## src/rtl/hrd_pkg.sv

```systemverilog
package hrd_pkg;
    typedef enum logic {
        PH_PRECHARGE = 1'b0,
        PH_EVALUATE  = 1'b1
    } phase_e;

    localparam int unsigned CELL_IN_W  = 2;
    localparam int unsigned CELL_OUT_N = 4;
endpackage

```

## src/rtl/hrd_cell_2to4.sv

```systemverilog
// Active-low enabled 2-to-4 cell with active-low outputs.
module hrd_cell_2to4
    import hrd_pkg::*;
(
    input  logic                  en_n,
    input  logic [CELL_IN_W-1:0]  a,
    output logic [CELL_OUT_N-1:0] y_n
);
    logic on;
    assign on = ~en_n;

    always_comb begin
        y_n[0] = ~(on & ~a[1] & ~a[0]);
        y_n[1] = ~(on & ~a[1] &  a[0]);
        y_n[2] = ~(on &  a[1] & ~a[0]);
        y_n[3] = ~(on &  a[1] &  a[0]);
    end
endmodule

```

## src/rtl/hrd_predec.sv

```systemverilog
// Upper-bit predecoder: one active-low group enable per sub-decoder.
module hrd_predec #(
    parameter int unsigned SEL_W = 3,
    localparam int unsigned GROUPS = 1 << SEL_W
) (
    input  logic              gate_n,
    input  logic [SEL_W-1:0]  sel,
    output logic [GROUPS-1:0] grp_en_n
);
    for (genvar g = 0; g < GROUPS; g++) begin : g_grp
        assign grp_en_n[g] = ~(~gate_n && (sel == SEL_W'(g)));
    end
endmodule

```

## src/rtl/hrd_capture.sv

```systemverilog
// Phase tracker and end-of-evaluate capture register.
module hrd_capture
    import hrd_pkg::*;
#(
    parameter int unsigned ROWS = 32
) (
    input  logic            clk,
    input  logic            rst_n,
    input  logic            eval,
    input  logic [ROWS-1:0] live_n,
    output logic [ROWS-1:0] held_n
);
    phase_e          state_q, state_d;
    logic            end_eval;
    logic [ROWS-1:0] shadow_q;

    // State register
    always_ff @(posedge clk or negedge rst_n) begin
        if (!rst_n) state_q <= PH_PRECHARGE;
        else        state_q <= state_d;
    end

    // Next state and outputs
    always_comb begin
        state_d  = state_q;
        end_eval = 1'b0;
        unique case (state_q)
            PH_PRECHARGE: begin
                if (eval) state_d = PH_EVALUATE;      // START_EVAL
            end
            PH_EVALUATE: begin
                if (!eval) begin                      // END_EVAL
                    state_d  = PH_PRECHARGE;
                    end_eval = 1'b1;
                end
            end
            default: state_d = PH_PRECHARGE;
        endcase
    end

    always_ff @(posedge clk or negedge rst_n) begin
        if (!rst_n) begin
            shadow_q <= '1;
            held_n   <= '1;
        end else begin
            if (eval)     shadow_q <= live_n;
            if (end_eval) held_n   <= shadow_q;
        end
    end
endmodule

```

## src/rtl/hier_row_decoder.sv

```systemverilog
module hier_row_decoder
    import hrd_pkg::*;
#(
    parameter int unsigned ADDR_W  = 5,
    parameter bit          USE_REG = 1'b1,
    localparam int unsigned HI_W   = ADDR_W - CELL_IN_W,
    localparam int unsigned GROUPS = 1 << HI_W,
    localparam int unsigned ROWS   = 1 << ADDR_W
) (
    input  logic              clk,
    input  logic              rst_n,
    input  logic              en_n,
    input  logic [ADDR_W-1:0] addr,
    input  logic              eval,
    output logic [ROWS-1:0]   row_n,
    output logic [ROWS-1:0]   row_q_n
);
    logic              tree_gate_n;
    logic [GROUPS-1:0] grp_en_n;

    // Precharge acts as a second active-low disable on the tree.
    assign tree_gate_n = en_n | ~eval;

    hrd_predec #(.SEL_W(HI_W)) u_predec (
        .gate_n   (tree_gate_n),
        .sel      (addr[ADDR_W-1:CELL_IN_W]),
        .grp_en_n (grp_en_n)
    );

    for (genvar g = 0; g < GROUPS; g++) begin : g_cell
        hrd_cell_2to4 u_cell (
            .en_n (grp_en_n[g]),
            .a    (addr[CELL_IN_W-1:0]),
            .y_n  (row_n[g*CELL_OUT_N +: CELL_OUT_N])
        );
    end

    if (USE_REG) begin : g_reg
        hrd_capture #(.ROWS(ROWS)) u_cap (
            .clk    (clk),
            .rst_n  (rst_n),
            .eval   (eval),
            .live_n (row_n),
            .held_n (row_q_n)
        );
    end else begin : g_noreg
        assign row_q_n = row_n;
    end
endmodule

```

## config.mk

```make
export PLATFORM = sky130hd
export DESIGN_NAME = hier_row_decoder
export DESIGN_NICKNAME = d
export VERILOG_FILES = /design/src/rtl/hrd_pkg.sv /design/src/rtl/hrd_cell_2to4.sv /design/src/rtl/hrd_predec.sv /design/src/rtl/hrd_capture.sv /design/src/rtl/hier_row_decoder.sv
export SDC_FILE = /design/constraint.sdc
export NUM_CORES = 1
export LEC_CHECK = 0
export ABC_CLOCK_PERIOD_IN_PS = 4300
export BUFFER_PORTS_ARGS = -buffer_cell sky130_fd_sc_hd__buf_2
export CAP_MARGIN = 20
export CORE_UTILIZATION = 40
export DETAILED_ROUTE_END_ITERATION = 7
export HOLD_SLACK_MARGIN = 0.05
export SLEW_MARGIN = 20
export SYNTH_ARGS = -nofsm -noshare
export SYNTH_HDL_FRONTEND = slang
export SYNTH_HIERARCHICAL = 1
export SYNTH_SLANG_ARGS = --single-unit
```

## constraint.sdc

```tcl
create_clock -name clk -period 4.3 [get_ports clk]
set_clock_uncertainty 0.05 [all_clocks]
set_input_delay 0.86 -clock clk [delete_from_list [all_inputs] [get_ports clk]]
set_output_delay 0.86 -clock clk [all_outputs]
set_load 0.01 [all_outputs]
```

==> metrics.yaml <==
cp_max_fo: 8
yosysUniqueCellTypes: 15
synth_cells: 179
first_pass_iters: 4
core-area_um2: 7214
ys_ff_latch: 65
die_area_um2: 7752
maxSlewHeadroom: 0.4178
yosys.area.top_type: "dfstp_2"
io_pins: 73
reg2reg_slack_ns: 2.87
hold_path_class: "reg2reg"
clk_latency_ns: 0.33
drive_gt1_frac: 0.8314
route.detailed.drc: 0
cts_setup_buffers: 0
vdd_drop_max_mv: 0.1748
syn_avg_cell_area_um2: 16.55
seq_area_frac_synth: 0.5763
clock_sinks: 65
cts_resized: 0
drtIter0Drc: 59
wl_um: 5937
fmax_ghz: 0.3068
maxSlewViolCount: 0
postCtsHoldBufs: 0
num_antenna_cells: 0
grt_max_degree: 41
netlist_area_um2: 2962
clk_pin_slew_ns: 0.07
die_w_um: 88.05
numCtsBuffers: 9
synth_area_leaders: "dfstp_2 57%, mux2_4 15%, mux2_2 13%"
worstMarginPinSlew_ns: 0.8733
period_share: 0.7580
mostFrequentLayoutCell: "buf_2"
grt_overflow: 0
nets: 265
groute.usage.overall: 0.1696
maxCapViolCount: 0
final_cell_mix: "72 x buf_2, 64 x dfstp_2, 34 x mux2_2"
synth_fp_nets: 188
yosysTopAreaCellShare: 0.5678
p_leak_nw: 1.358
tritoncts: "yes"
route.vias.total: 1762
grt_pass1_vias: 1790
tns_ns: 0
setup_violations: 0
wl_per_cell_um: 16.49
endpoint_kind: "output pin"
cp_data_required_time_ns: 3.39
die_y_um: 88.05
cp_data_arrival_time_ns: 2.35
power.total_mw: 1.235
htreeDepth: 3
start_util: 0.4105
period_needed_ns: 3.260
rsz0062_at_grt: "false"
grt_pass1_wl_um: 9563
cts_root_buf: "clkbuf_8"
vias_per_cell: 4.894
area_growth_pct: 21.46
yosysWarnings: 6
power.density_nw_per_um2: 343.5
place_hpwl_um: 3783
hold_viol: 0
cts_max_path_buffers: 2
criticalPathCategory: "in2out"
rows: 31
drtAntennaViolNets: 0
outcome: "complete, no violations"
antenna_found_initial: 0
gp_congestion: 0.7173
io_buffers: 72
cp-start-kind: "primary input"
==> worst max-delay path, stage by stage <==
cell      delay, ns
buf_2          0.09
nand2b_1       0.22
or4b_1         0.60
or3b_1         0.42
buf_2          0.16
==> where the power goes <==
| group | internal [mW] | switching (mW) | leakage, nW |
|---|---|---|---|
| Sequential | 0.624 | 0.00325 | 0.685 |
| Clock | 0.315 | 0.219 | 0.107 |
| Combinational | 0.0278 | 0.0460 | 0.567 |
| Total | 0.968 | 0.268 | 1.36 |
==> cells by family after synthesis <==
family                 Yosys count  share of synthesized area
AND/OR/NAND/NOR                 42                     0.1183
multiplexers                    64                     0.2814
buffers and inverters            8                    0.02408
flip-flops                      65                     0.5763
==> final cells by class <==
type	count	area (um2)
Fill cell	686	3617
Sequential cell	65	1707
Multi-Input combinational cell	106	1184
Timing Repair Buffer	74	375.4
Clock buffer	14	172.7
Tap cell	99	123.9
Clock inverter	2	35.03
==> per-layer routing <==
layer,vias up,track usage,wire length [um]
met4,0,0.09677,90
met1,890,0.2166,2675
met3,7,0.04713,285
li1,821,-,-
met5,-,0,0
met2,44,0.2593,2886
==> through the flow <==
step | cell area, um2 | hold slack [ns] | std cells | setup WS [ns] | utilization
2_1_floorplan | 2962 | 0.5144 | 179 | 1.369 | -
3_3_place_gp | 3390 | 0.5548 | 344 | 1.060 | 0.4698
3_5_place_dp | 3390 | 0.5554 | 344 | 1.037 | 0.4698
4_1_cts | 3597 | 0.5679 | 360 | 1.036 | 0.4986
5_1_grt | 3597 | 0.5746 | 360 | 1.000 | 0.4986
6_report | 3597 | 0.5651 | 360 | 1.040 | 0.4986
==> Yosys cell counts <==
master     instances
nand2b_4           1
nand4bb_1          3
buf_2              3
or4b_1             3
or3_1              8
dfstp_2           64
or3b_1            16
nand2b_1           1
nand4b_1           1
or4_1              1
mux2_4            30
mux2_2            34
buf_6              5
dfrtp_1            1
nand3b_1           8
==> sequential cells by signal (all words and copies together) (netlist names) <==
register and cells:
g_reg.u_cap/held_n 32, g_reg.u_cap/shadow_q 32, g_reg.u_cap/state_q 1
==> path summary, 6_finish.rpt <==
path / from / to / cells after the start
worst max-delay path: en_n / row_n[9] / 5
worst min-delay path: g_reg.u_cap/held_n[15] / g_reg.u_cap/held_n[15] / 1
worst max register to register: g_reg.u_cap/state_q / g_reg.u_cap/held_n[0] / 2
worst min register to register: g_reg.u_cap/held_n[15] / g_reg.u_cap/held_n[15] / 1
max in group asynchronous: rst_n / g_reg.u_cap/held_n[29] / 2
min in group asynchronous: rst_n / g_reg.u_cap/state_q / 1
(Power assumes the default switching activity.)
